===== config.mk =====
export PLATFORM = sky130hd
export DESIGN_NAME = pfc_flush_ctrl
export DESIGN_NICKNAME = d
export VERILOG_FILES = /design/src/rtl/pfc_pkg.sv /design/src/rtl/pfc_stage_reg.sv /design/src/rtl/pfc_redirect.sv /design/src/rtl/pfc_penalty.sv /design/src/rtl/pfc_flush_ctrl.sv
export SDC_FILE = /design/constraint.sdc
export NUM_CORES = 1
export LEC_CHECK = 0
export ABC_AREA = 1
export BUFFER_PORTS_ARGS = -buffer_cell sky130_fd_sc_hd__buf_2
export CAP_MARGIN = 25
export CORE_MARGIN = 10
export CORE_UTILIZATION = 57
export CTS_BUF_LIST = sky130_fd_sc_hd__clkbuf_16
export DETAILED_ROUTE_END_ITERATION = 8
export PLACE_DENSITY = 0.74
export SKIP_CTS_REPAIR_TIMING = 1
export SLEW_MARGIN = 15
export SYNTH_ARGS = -nofsm -noshare
export SYNTH_HDL_FRONTEND = slang
export SYNTH_SLANG_ARGS = --single-unit

===== constraint.sdc =====
create_clock -name clk -period 3.26 [get_ports clk]
set_input_delay 0.326 -clock clk [delete_from_list [all_inputs] [get_ports clk]]
set_output_delay 0.326 -clock clk [all_outputs]
set_load 0.005 [all_outputs]

===== src/rtl/pfc_pkg.sv =====
package pfc_pkg;

  localparam int NSTG  = 6;
  localparam int ST_FI = 0;
  localparam int ST_DI = 1;
  localparam int ST_CO = 2;
  localparam int ST_FO = 3;
  localparam int ST_EI = 4;
  localparam int ST_WO = 5;

  localparam int CNT_BITS = $clog2(NSTG + 1);

  localparam logic [1:0] KIND_PLAIN = 2'b00;
  localparam logic [1:0] KIND_JUMP  = 2'b01;
  localparam logic [1:0] KIND_COND  = 2'b10;

  // Stages younger than the redirecting stage; an older redirect wins.
  function automatic logic [NSTG-1:0] kill_mask(input logic cond_hit, input logic jump_hit);
    logic [NSTG-1:0] m;
    m = '0;
    if (cond_hit)
      m = NSTG'((1 << ST_EI) - 1);
    else if (jump_hit)
      m = NSTG'((1 << ST_CO) - 1);
    return m;
  endfunction

  function automatic logic [CNT_BITS-1:0] live_count(input logic [NSTG-1:0] v);
    logic [CNT_BITS-1:0] n;
    n = '0;
    for (int i = 0; i < NSTG; i++)
      n = n + CNT_BITS'(v[i]);
    return n;
  endfunction

endpackage


===== src/rtl/pfc_stage_reg.sv =====
module pfc_stage_reg #(
  parameter int PC_W = 16
) (
  input  logic            clk,
  input  logic            rst_n,
  input  logic            d_valid,
  input  logic [1:0]      d_kind,
  input  logic [PC_W-1:0] d_pc,
  input  logic [PC_W-1:0] d_tgt,
  output logic            q_valid,
  output logic [1:0]      q_kind,
  output logic [PC_W-1:0] q_pc,
  output logic [PC_W-1:0] q_tgt
);

  always_ff @(posedge clk or negedge rst_n) begin
    if (!rst_n) begin
      q_valid <= 1'b0;
      q_kind  <= 2'b00;
      q_pc    <= '0;
      q_tgt   <= '0;
    end else begin
      q_valid <= d_valid;
      q_kind  <= d_kind;
      q_pc    <= d_pc;
      q_tgt   <= d_tgt;
    end
  end

endmodule


===== src/rtl/pfc_redirect.sv =====
module pfc_redirect
  import pfc_pkg::*;
#(
  parameter int PC_W = 16
) (
  input  logic            co_valid,
  input  logic [1:0]      co_kind,
  input  logic [PC_W-1:0] co_tgt,
  input  logic            ei_valid,
  input  logic [1:0]      ei_kind,
  input  logic [PC_W-1:0] ei_tgt,
  input  logic            exec_taken,
  output logic            jump_hit,
  output logic            cond_hit,
  output logic            redir,
  output logic [PC_W-1:0] redir_tgt
);

  always_comb begin
    jump_hit  = co_valid && (co_kind == KIND_JUMP);
    cond_hit  = ei_valid && (ei_kind == KIND_COND) && exec_taken;
    redir     = jump_hit || cond_hit;
    redir_tgt = cond_hit ? ei_tgt : co_tgt;
  end

endmodule


===== src/rtl/pfc_penalty.sv =====
module pfc_penalty #(
  parameter int CNT_W = 16,
  parameter int ADD_W = 3
) (
  input  logic             clk,
  input  logic             rst_n,
  input  logic [ADD_W-1:0] bump,
  output logic [CNT_W-1:0] count
);

  always_ff @(posedge clk or negedge rst_n) begin
    if (!rst_n)
      count <= '0;
    else
      count <= count + CNT_W'(bump);
  end

endmodule


===== src/rtl/pfc_flush_ctrl.sv =====
module pfc_flush_ctrl
  import pfc_pkg::*;
#(
  parameter int              PC_W     = 16,
  parameter int              CNT_W    = 16,
  parameter logic [PC_W-1:0] RESET_PC = '0
) (
  input  logic                clk,
  input  logic                rst_n,
  input  logic [1:0]          fetch_kind,
  input  logic [PC_W-1:0]     fetch_target,
  input  logic                exec_taken,
  output logic [PC_W-1:0]     fetch_pc,
  output logic [NSTG-1:0]     stage_valid,
  output logic [PC_W-1:0]     retire_pc,
  output logic [CNT_W-1:0]    penalty_count
);

  localparam int META_N = NSTG - 1;

  // stage registers
  logic [NSTG-1:0] raw_valid;
  logic [PC_W-1:0] pc_q  [NSTG];
  logic [1:0]      k_q   [META_N];
  logic [PC_W-1:0] tg_q  [META_N];

  // stage inputs
  logic [NSTG-1:0] d_v;
  logic [PC_W-1:0] d_pc  [NSTG];
  logic [1:0]      d_k   [META_N];
  logic [PC_W-1:0] d_tg  [META_N];

  // named internal events
  logic                jump_hit;
  logic                cond_hit;
  logic                redir;
  logic [PC_W-1:0]     redir_tgt;
  logic [NSTG-1:0]     kill;
  logic [CNT_BITS-1:0] squashed;

  pfc_redirect #(.PC_W(PC_W)) u_redir (
    .co_valid   (raw_valid[ST_CO]),
    .co_kind    (k_q[ST_CO]),
    .co_tgt     (tg_q[ST_CO]),
    .ei_valid   (raw_valid[ST_EI]),
    .ei_kind    (k_q[ST_EI]),
    .ei_tgt     (tg_q[ST_EI]),
    .exec_taken (exec_taken),
    .jump_hit   (jump_hit),
    .cond_hit   (cond_hit),
    .redir      (redir),
    .redir_tgt  (redir_tgt)
  );

  always_comb begin
    kill        = kill_mask(cond_hit, jump_hit);
    stage_valid = raw_valid & ~kill;
    squashed    = live_count(raw_valid & kill);
  end

  always_comb begin
    d_v[ST_FI]  = !redir;
    d_pc[ST_FI] = fetch_pc;
    d_k[ST_FI]  = fetch_kind;
    d_tg[ST_FI] = fetch_target;
    for (int i = 1; i < NSTG; i++) begin
      d_v[i]  = stage_valid[i-1];
      d_pc[i] = pc_q[i-1];
    end
    for (int i = 1; i < META_N; i++) begin
      d_k[i]  = k_q[i-1];
      d_tg[i] = tg_q[i-1];
    end
  end

  generate
    for (genvar g = 0; g < NSTG; g++) begin : g_stage
      if (g == ST_WO) begin : g_last
        always_ff @(posedge clk or negedge rst_n) begin
          if (!rst_n) begin
            raw_valid[g] <= 1'b0;
            pc_q[g]      <= '0;
          end else begin
            raw_valid[g] <= d_v[g];
            pc_q[g]      <= d_pc[g];
          end
        end
      end else begin : g_mid
        pfc_stage_reg #(.PC_W(PC_W)) u_reg (
          .clk     (clk),
          .rst_n   (rst_n),
          .d_valid (d_v[g]),
          .d_kind  (d_k[g]),
          .d_pc    (d_pc[g]),
          .d_tgt   (d_tg[g]),
          .q_valid (raw_valid[g]),
          .q_kind  (k_q[g]),
          .q_pc    (pc_q[g]),
          .q_tgt   (tg_q[g])
        );
      end
    end
  endgenerate

  always_ff @(posedge clk or negedge rst_n) begin
    if (!rst_n)
      fetch_pc <= RESET_PC;
    else if (redir)
      fetch_pc <= redir_tgt;
    else
      fetch_pc <= fetch_pc + PC_W'(1);
  end

  pfc_penalty #(.CNT_W(CNT_W), .ADD_W(CNT_BITS)) u_pen (
    .clk   (clk),
    .rst_n (rst_n),
    .bump  (squashed),
    .count (penalty_count)
  );

  assign retire_pc = pc_q[ST_WO];

endmodule


### Yosys cells after proc, flatten, opt, wreduce, memory -nomap -nowiden

Index checks and enable logic that the tools add are counted.

| word-level totals | value |
|---|---|
| register bits after elaboration | 224 |
| bits of input ports | 21 |
| output and inout port bits | 54 |
| word-level logic and storage cells | 45 |

| cells by class | value |
|---|---|
| $add $sub $neg | 7 |
| equality and inequality tests | 2 |
| mux-type cells | 4 |
| bitwise logic cells | 3 |
| reductions and logical operators | 5 |

Operators with widths:

| cell | number |
|---|---|
| 2-to-1 mux 16 bit | 2 |
| adder 16 x 1 -> 16 bit (second input constant) | 1 |
| adder 16 x 3 -> 16 bit | 1 |
| AND 6 bit | 2 |
| adder 3 x 1 -> 3 bit | 3 |
| 2-to-1 mux 6 bit | 1 |
| NOT 6 bit | 1 |
| adder 2 x 1 -> 3 bit | 1 |
| logical AND 1 bit | 3 |
| adder 1 x 1 -> 2 bit | 1 |
| equality test 2 x 1 -> 1 bit (second input constant) | 1 |
| equality test 2 bit (second input constant) | 1 |
| 2-to-1 mux 2 bit | 1 |
| logical NOT 1 bit | 1 |
| logical OR 1 bit | 1 |

### Longest topological paths before layout

Gate-level depths: netlist of run 1.

| depth | value |
|---|---|
| word-level depth | 11 |
| gate-level depth with buffers | 17 |
| depth with buffers taken out | 16 |

### Modules after synthesis

A second synthesis of run 1 with hierarchy kept.

| unflattened totals | value |
|---|---|
| cell total of the unflattened synthesis | 526 |
| area total of the unflattened synthesis | 7,178.1 um^2 |

Modules (own cells, without submodules):

| module | times used | cells an instance | area an instance (um^2) | seq. area each (um^2) |
|---|---|---|---|---|
| pfc_stage_reg | 5 | 35 | 875.8 | 875.8 |
| pfc_flush_ctrl | 1 | 190 | 1,661.6 | 825.8 |
| pfc_penalty | 1 | 101 | 854.6 | 400.4 |
| pfc_redirect | 1 | 60 | 282.8 | 0.0 |

### Least setup slack after synthesis of run 1

Ideal clock, no wire load.

| timing path | value |
|---|---|
| kind | reg2reg |
| start point | reg g_stage[4].g_mid.u_reg.q_kind[0] |
| end point | reg u_pen.count[12] |
| arrival time | 2.870 ns |
| required time | 3.136 ns |
| setup slack | 0.266 ns |
| stages on the path, launching flop included | 16 |
| path buffers | 1 |
| period minus slack after synthesis | 2.994 ns |
| cell sequence | dfrtp_1 -> inv_1 -> nand2_2 -> nor2_8 -> inv_4 -> nand2_2 -> buf_6 -> nand2_1 -> fa_1 -> fa_1 -> fa_1 -> nor2_4 -> nand2_2 -> nor2_4 -> nand2_1 -> xnor2_1 |

| between the ends | value |
|---|---|
| cells in the longest elaborated chain, start to end | 11 |

Ends and longest elaborated chain:

| element | RTL line | text |
|---|---|---|
| from (decl) | pfc_stage_reg.sv:11 | `output logic [1:0] q_kind,` |
| from (signal assigned) | pfc_stage_reg.sv:24 | `q_kind <= d_kind;` |
| equality test 2 bit (*) | pfc_redirect.sv:21 | `cond_hit = ei_valid && (ei_kind == KIND_COND) && exec_taken;` |
| logical AND 1 bit (*) (2 in a row) | pfc_redirect.sv:21 |  |
| 2-to-1 mux 6 bit (*) | pfc_pkg.sv:21 | `if (cond_hit)` |
| AND 6 bit (*) | pfc_flush_ctrl.sv:58 | `squashed = live_count(raw_valid & kill);` |
| adder 1 x 1 -> 2 bit | pfc_pkg.sv:32 | `n = n + CNT_BITS'(v[i]);` |
| adder 2 x 1 -> 3 bit | pfc_pkg.sv:32 |  |
| adder 3 x 1 -> 3 bit (*) (3 in a row) | pfc_pkg.sv:32 |  |
| adder 16 x 3 -> 16 bit (*) | pfc_penalty.sv:15 | `count <= count + CNT_W'(bump);` |
| to (signal assigned) | pfc_penalty.sv:15 |  |
| to (decl) | pfc_penalty.sv:8 | `output logic [CNT_W-1:0] count` |

Mark *: on every way between the ends. The rest lies on a longest branch, timed or not.

### Worst setup path after layout of run 1

| timing path | value |
|---|---|
| start point | reg g_stage[2].g_mid.u_reg.q_valid (netlist name) |
| end point | reg u_pen.count[12] |

| between the ends | value |
|---|---|
| cells in the longest elaborated chain, start to end | 10 |

Ends and longest elaborated chain:

| element | RTL line | text |
|---|---|---|
| logical AND 1 bit | pfc_redirect.sv:20 | `jump_hit = co_valid && (co_kind == KIND_JUMP);` |
| 2-to-1 mux 2 bit | pfc_pkg.sv:23 | `else if (jump_hit)` |
| 2-to-1 mux 6 bit | pfc_pkg.sv:21 |  |
| AND 6 bit (*) | pfc_flush_ctrl.sv:58 |  |
| adder 1 x 1 -> 2 bit | pfc_pkg.sv:32 |  |
| adder 2 x 1 -> 3 bit (*) | pfc_pkg.sv:32 |  |
| adder 3 x 1 -> 3 bit (*) (3 in a row) | pfc_pkg.sv:32 |  |
| adder 16 x 3 -> 16 bit (*) | pfc_penalty.sv:15 |  |

Marked as above.

==> results of run 1 <==
==> placed cells by master (no fill, tap or decap) <==
cell | Yosys | routed
sky130_fd_sc_hd__nor2_8 | 1 | 1
sky130_fd_sc_hd__xnor2_1 | 6 | 6
sky130_fd_sc_hd__dlygate4sd3_1 | 0 | 19
sky130_fd_sc_hd__fa_1 | 3 | 2
sky130_fd_sc_hd__clkbuf_16 | 0 | 23
sky130_fd_sc_hd__buf_4 | 23 | 6
sky130_fd_sc_hd__clkinv_2 | 0 | 6
sky130_fd_sc_hd__nor2_1 | 46 | 46
sky130_fd_sc_hd__clkinv_1 | 0 | 7
sky130_fd_sc_hd__o21ai_4 | 1 | 1
sky130_fd_sc_hd__buf_2 | 1 | 73
sky130_fd_sc_hd__nor3_1 | 2 | 2
sky130_fd_sc_hd__ha_1 | 2 | 2
sky130_fd_sc_hd__xor2_1 | 7 | 7
sky130_fd_sc_hd__o21bai_1 | 4 | 4
sky130_fd_sc_hd__o21ai_1 | 22 | 22
sky130_fd_sc_hd__inv_4 | 1 | 1
sky130_fd_sc_hd__nor2_4 | 3 | 3
sky130_fd_sc_hd__o21ai_0 | 7 | 7
sky130_fd_sc_hd__nand3_1 | 20 | 20
sky130_fd_sc_hd__o21ai_2 | 1 | 1
sky130_fd_sc_hd__bufinv_16 | 0 | 2
sky130_fd_sc_hd__a21oi_1 | 1 | 1
sky130_fd_sc_hd__inv_1 | 32 | 34
sky130_fd_sc_hd__nor2_2 | 3 | 3
sky130_fd_sc_hd__fa_2 | 0 | 1
sky130_fd_sc_hd__dfrtp_1 | 224 | 224
sky130_fd_sc_hd__nand2_2 | 8 | 8
sky130_fd_sc_hd__buf_12 | 0 | 1
sky130_fd_sc_hd__nand4_1 | 2 | 2
sky130_fd_sc_hd__buf_8 | 0 | 1
sky130_fd_sc_hd__nand2_1 | 67 | 67
==> state kept, by name, summed over array words and instances (netlist names) <==
signal,count
g_stage.g_mid.u_reg.q_pc,80
g_stage.g_mid.u_reg.q_tgt,80
fetch_pc,16
retire_pc,16
u_pen.count,16
g_stage.g_mid.u_reg.q_kind,10
g_stage.g_mid.u_reg.q_valid,5
raw_valid,1
==> path summary, 6_finish.rpt <==
kind / from / endpoint / slack, ps / cells past startpoint
max: g_stage[2].g_mid.u_reg.q_valid / u_pen.count[12] / 290 / 13
min: g_stage[3].g_mid.u_reg.q_tgt[14] / g_stage[4].g_mid.u_reg.q_tgt[14] / 340 / 0
max reg2reg: g_stage[2].g_mid.u_reg.q_valid / u_pen.count[12] / 290 / 13
min reg2reg: g_stage[3].g_mid.u_reg.q_tgt[14] / g_stage[4].g_mid.u_reg.q_tgt[14] / 340 / 0
max in group asynchronous: rst_n / g_stage[1].g_mid.u_reg.q_tgt[0] / 1930 / 3
min in group asynchronous: rst_n / retire_pc[0] / 480 / 2
==> metrics by stage <==
stage               hold WS [ps]  instances  cell area, sq um  power [mW]  setup slack [ps]
floorplan                   30.4        490              7020        4.30               266
global placement             331        691              7430        4.58               345
detailed placement           335        691              7430        4.66               194
CTS                        -60.3        731              8130        7.08               181
global route                 348        750              8330        7.38              69.5
finish                       338        750              8330        7.00               287
==> critical path: cells and delay by family, from the launching register on <==
kind / cells / cell delay [ps]
xor gates and xnor gates: 1 / 130
DFF: 1 / 350
and+or+nand+nor: 8 / 870
adders and majority gates: 3 / 1430
buffers and inverters: 1 / 70
==> routing by layer <==
metal / global-route usage / up-vias / routed length (microns)
met5: 0 / - / 0
met4: 0.0464 / 0 / 236
met3: 0.0270 / 24 / 607
met2: 0.236 / 103 / 6040
met1: 0.167 / 1802 / 4390
li1: - / 1698 / -
==> logic make-up after synthesis <==
family	share of synthesized area
flops	0.799
compound gates	0.0292
buf+inv	0.0481
simple gates	0.0954
fa+ha+maj	0.0121
xor+xnor	0.0162
==> area by class of cell <==
cell class / instances / share of cell area
inverter: 33 / 0.0152
tap: 147 / 0.0221
timing repair buffer: 100 / 0.0763
clock inverter: 17 / 0.0149
clock buffer: 23 / 0.0691
sequential: 224 / 0.673
multi-input combinational: 206 / 0.129
==> power groups by stage <==
stage | Combinational (mW) | Clock [mW] | Sequential, mW
floorplan | 0.522 | 0 | 3.78
global route | 0.933 | 2.56 | 3.89
finish | 0.824 | 2.39 | 3.80
detailed placement | 0.811 | 0 | 3.85
CTS | 0.830 | 2.44 | 3.81
global placement | 0.791 | 0 | 3.79
==> reports/qor.yml, run 1 <==
status: "complete, no violations"
antenna_violations_before_repair: 0
route.final.wire_length_mm: 11.3
ys_types: 25
hold_path.class: "flip-flop to flip-flop"
crit_arrival_ps: 3330
num-fill-cells: 761
reg_area_sq_um: 5610
gp_congestion: 0.855
ys_dominant_reg_cell: "sky130_fd_sc_hd__dfrtp_1"
grt_first_pass_wirelength_mm: 18.8
postSynthRegisterBits: 224
fin_crit_sh: 0.912
clock-skew-final_ps: 7.67
synth_area_leader_cell: "sky130_fd_sc_hd__dfrtp_1"
synth.area.top_cells: "sky130_fd_sc_hd__dfrtp_1, sky130_fd_sc_hd__nand2_1, sky130_fd_sc_hd__buf_4, sky130_fd_sc_hd__nor2_1, sky130_fd_sc_hd__inv_1"
tritoncts.num_buffers: 22
ant_nets: 0
final-hold-violation-count: 0
cellInternalPower_mw: 5.25
core_region_area_sq_um: 12000
timing.max_cap.violations: 0
place_hpwl_mm: 7.11
global_route.usage.total: 0.136
unrepaired_setup_endpoints_after_global_routing: "no"
worst_ir_drop_vdd_mv: 0.488
clock_network_power_share: 0.341
drt-wirelength-per-cell_microns: 15.0
number_of_synthesized_flops_with_an_enable_pin: 0
final_max_slew_viol_count: 0
switching_power_mw: 1.76
layout_cells_sized_above_1: 0.217
cp_slowest_cell: "sky130_fd_sc_hd__fa_1"
std_cell_rows: 40
drt_first_iter_violations: 322
syn-num-nets: 516
1st_pass_router_iterations: 5
multi_input_area_sq_um: 1080
clk_root_buffer_cell: "sky130_fd_sc_hd__clkbuf_16"
post_synth_inst_count: 490
antenna_cells_inserted: 0
timing_worst_setup_path_type: "flip-flop to flip-flop"
crit_path_frequent_cell: "sky130_fd_sc_hd__nand2_1"
biggest_fanout_along_the_worst_timing_path: 4
detail_route.vias_per_cell: 4.84
p_leak_nw: 4.10
power.sequential.fraction: 0.542
worst_skew_pair.late_latency_ps: 480
postLayoutCoreUtil: 0.693
post_synth.cell_area_avg_sq_um: 14.3
fin_crit_ps: 2970
synthesis.yosys.warnings: 0
power.share.combinational: 0.118
overall_overflow_remaining_after_global_route: 0
clock_path_buffers: 3
fp.dieH_microns: 131
pin_count: 75
switching_share: 0.251
ys_async_sr_fraction: 1.00
netlist_top_cells_count: "sky130_fd_sc_hd__dfrtp_1, sky130_fd_sc_hd__nand2_1, sky130_fd_sc_hd__nor2_1"
setup-tns-final_ps: 0
first_global_vias: 3778
fp.dieW_microns: 131
fmaxAchievable_mhz: 336
layout.nets: 613
most_instantiated_library_cell_after_synthesis: "sky130_fd_sc_hd__dfrtp_1"
syn_area_sq_um: 7020
remaining_drc_errors: 0
cts_tree: "built"
synth.yosys.seq_area_share: 0.799
slew-limit-headroom: 0.454
power.density_cell_area_nw_per_um2: 841
cts-htree-levels: 1
worst_slew_pin_slew_ps: 819
required_time_of_the_critical_path_ps: 3620
areaGrowthSynthToFinish_pct: 18.7
timing.final.setup_violations: 0
initial_core_utilization: 0.584
path_cells: "inv_1 -> nor2_1 -> nand2_1 -> nand2_2 -> nand2_1 -> fa_1 -> fa_1 -> fa_2 -> nor2_4 -> nand2_2 -> nor2_4 -> nand2_1 -> xnor2_1"
synthDominantCellAreaShare: 0.799
floorplan.die_area_sq_um: 17100
crit_path_max_incr_delay_ps: 500
pin_count_of_the_biggest_net_entering_global_routing: 116
numPortBuffers: 74
crit_path_start_kind: "flip-flop"
worstSetupEndpointType: "flip-flop"
dr_total_vias: 3627
cts_sinks: 224
clkTransAtPathRegs_ps: 60
No activity file was read; power rests on OpenSTA's default activity.
==> run 2, diff against run 1 <==
- CORE_ASPECT_RATIO: not set -> 1.25
- CORE_UTILIZATION: 57 -> 38
- PLACE_DENSITY: 0.74 -> 0.52
==> reports/qor.yml, run 2 (synthesis results as in run 1) <==
antenna_cells_inserted: 0
status: "complete, no violations"
floorplan.die_area_sq_um: 24300
power.share.combinational: 0.115
std_cell_rows: 55
antenna_violations_before_repair: 0
final_cell_mix: "sky130_fd_sc_hd__dfrtp_1, sky130_fd_sc_hd__buf_2, sky130_fd_sc_hd__nand2_1"
holdWs_ps: 343
layout.nets: 613
clkTransAtPathRegs_ps: 70
grt_first_pass_wirelength_mm: 18.2
cts-htree-levels: 1
cts_tree: "built"
final_max_slew_viol_count: 0
reg_top3: "g_stage.g_mid.u_reg.q_pc x80, g_stage.g_mid.u_reg.q_tgt x80"
ant_nets: 0
unrepaired_setup_endpoints_after_global_routing: "no"
final-hold-violation-count: 0
place_hpwl_mm: 7.21
grt_busiest_layer: "met2"
timing.max_cap.violations: 0
gp_congestion: 0.757
crit_arrival_ps: 3320
fp.dieW_microns: 142
worst_slew_pin_slew_ps: 747
first_global_vias: 3787
p_leak_nw: 4.10
power.density_cell_area_nw_per_um2: 841
1st_pass_router_iterations: 4
layout.cells.most_common: "sky130_fd_sc_hd__dfrtp_1"
biggest_fanout_along_the_worst_timing_path: 4
dr_total_vias: 3527
drt-wirelength-per-cell_microns: 13.1
hold_path.class: "flip-flop to flip-flop"
power.sequential.fraction: 0.533
drt_first_iter_violations: 213
fmaxAchievable_mhz: 339
timing_worst_setup_path_type: "flip-flop to flip-flop"
path_cells: "nor2_1 -> nand2_1 -> nand2_2 -> nand2_1 -> fa_1 -> fa_1 -> fa_2 -> nor2_4 -> nand2_2 -> nor2_4 -> nand2_1 -> xnor2_1"
fp.dieH_microns: 172
areaGrowthSynthToFinish_pct: 20.3
global_route.usage.total: 0.0906
worstSetupEndpointType: "flip-flop"
crit_path_start_kind: "flip-flop"
slew-limit-headroom: 0.502
initial_core_utilization: 0.388
remaining_drc_errors: 0
gr-usage-met2: 0.151
core_region_area_sq_um: 18100
fin_crit_ps: 2950
timing.final.setup_violations: 0
cellInternalPower_mw: 5.38
switching_power_mw: 1.72
overall_overflow_remaining_after_global_route: 0
globalRouteMet1Util: 0.106
switching_share: 0.243
tritoncts.num_buffers: 21
layout_cells_sized_above_1: 0.216
crit_path_frequent_cell: "sky130_fd_sc_hd__nand2_1"
clock_network_power_share: 0.352
worst_ir_drop_vdd_mv: 0.434
groute.layer.met3.usage: 0.0272
clk_root_buffer_cell: "sky130_fd_sc_hd__clkbuf_16"
pin_count: 75
clock_path_buffers: 3
fin_total_pwr_mw: 7.10
path_delay_family: "adder cells"
route.final.wire_length_mm: 10.9
crit_buf_inv: 0
worst_skew_pair.late_latency_ps: 480
placed_cell_area_sq_um: 7540
numPortBuffers: 74
crit_path_max_incr_delay_ps: 500
fin_crit_sh: 0.905
cts_sinks: 224
pin_count_of_the_biggest_net_entering_global_routing: 105
detail_route.vias_per_cell: 4.27
required_time_of_the_critical_path_ps: 3630
setup-tns-final_ps: 0
stdcell_area_sq_um: 8440
clock-skew-final_ps: 6.03
cp_slowest_cell: "sky130_fd_sc_hd__fa_1"
==> run 2: path summary, 6_finish.rpt <==
kind | start | to | slack (ps) | cells past startpoint
min in group asynchronous | rst_n | g_stage[0].g_mid.u_reg.q_kind[1] | 450 | 2
max in group asynchronous | rst_n | u_pen.count[8] | 1980 | 3
min reg2reg | g_stage[2].g_mid.u_reg.q_pc[15] | g_stage[3].g_mid.u_reg.q_pc[15] | 340 | 0
max | g_stage[2].g_mid.u_reg.q_kind[1] | u_pen.count[12] | 310 | 12
max reg2reg | g_stage[2].g_mid.u_reg.q_kind[1] | u_pen.count[12] | 310 | 12
min | g_stage[2].g_mid.u_reg.q_pc[15] | g_stage[3].g_mid.u_reg.q_pc[15] | 340 | 0
==> run 2: layer usage <==
layer	wire length, microns	up-vias	share of wire
li1	-	1695	-
met1	4480	1738	0.41
met2	5490	71	0.51
met3	602	23	0.055
met4	285	0	0.026
met5	0	-	0
==> run 2: final cells by class <==
type                       instances  area [sq um]
sequential                       224          5610
inverter                          33           126
clock inverter                    13           183
clock buffer                      21           526
tap                              228           285
multi-input combinational        206          1080
timing repair buffer             101           643
fill                            1606          9650
==> run 2: worst register-to-register path: stages (launching register included) <==
cell and delay, ps:
sky130_fd_sc_hd__dfrtp_1 380, sky130_fd_sc_hd__nor2_1 130, sky130_fd_sc_hd__nand2_1 160, sky130_fd_sc_hd__nand2_2 130, sky130_fd_sc_hd__nand2_1 80, sky130_fd_sc_hd__fa_1 500
sky130_fd_sc_hd__fa_1 480, sky130_fd_sc_hd__fa_2 430, sky130_fd_sc_hd__nor2_4 150, sky130_fd_sc_hd__nand2_2 90, sky130_fd_sc_hd__nor2_4 110, sky130_fd_sc_hd__nand2_1 70
sky130_fd_sc_hd__xnor2_1 120
==> run 2: through the flow <==
stage                util  std cells  worst slack, ps
floorplan               -        490              266
CTS                 0.456        807              162
finish              0.467        826              311
global placement    0.417        773              277
global route        0.467        826             75.2
detailed placement  0.417        773              173
==> run 2: power by group through the flow <==
stage | clock network [mW] | logic [mW] | registers [mW]
after floorplan | 0 | 0.522 | 3.78
after global placement | 0 | 0.814 | 3.80
after detailed placement | 0 | 0.826 | 3.85
after CTS | 2.59 | 0.833 | 3.80
after global routing | 2.71 | 0.935 | 3.87
final | 2.50 | 0.818 | 3.78
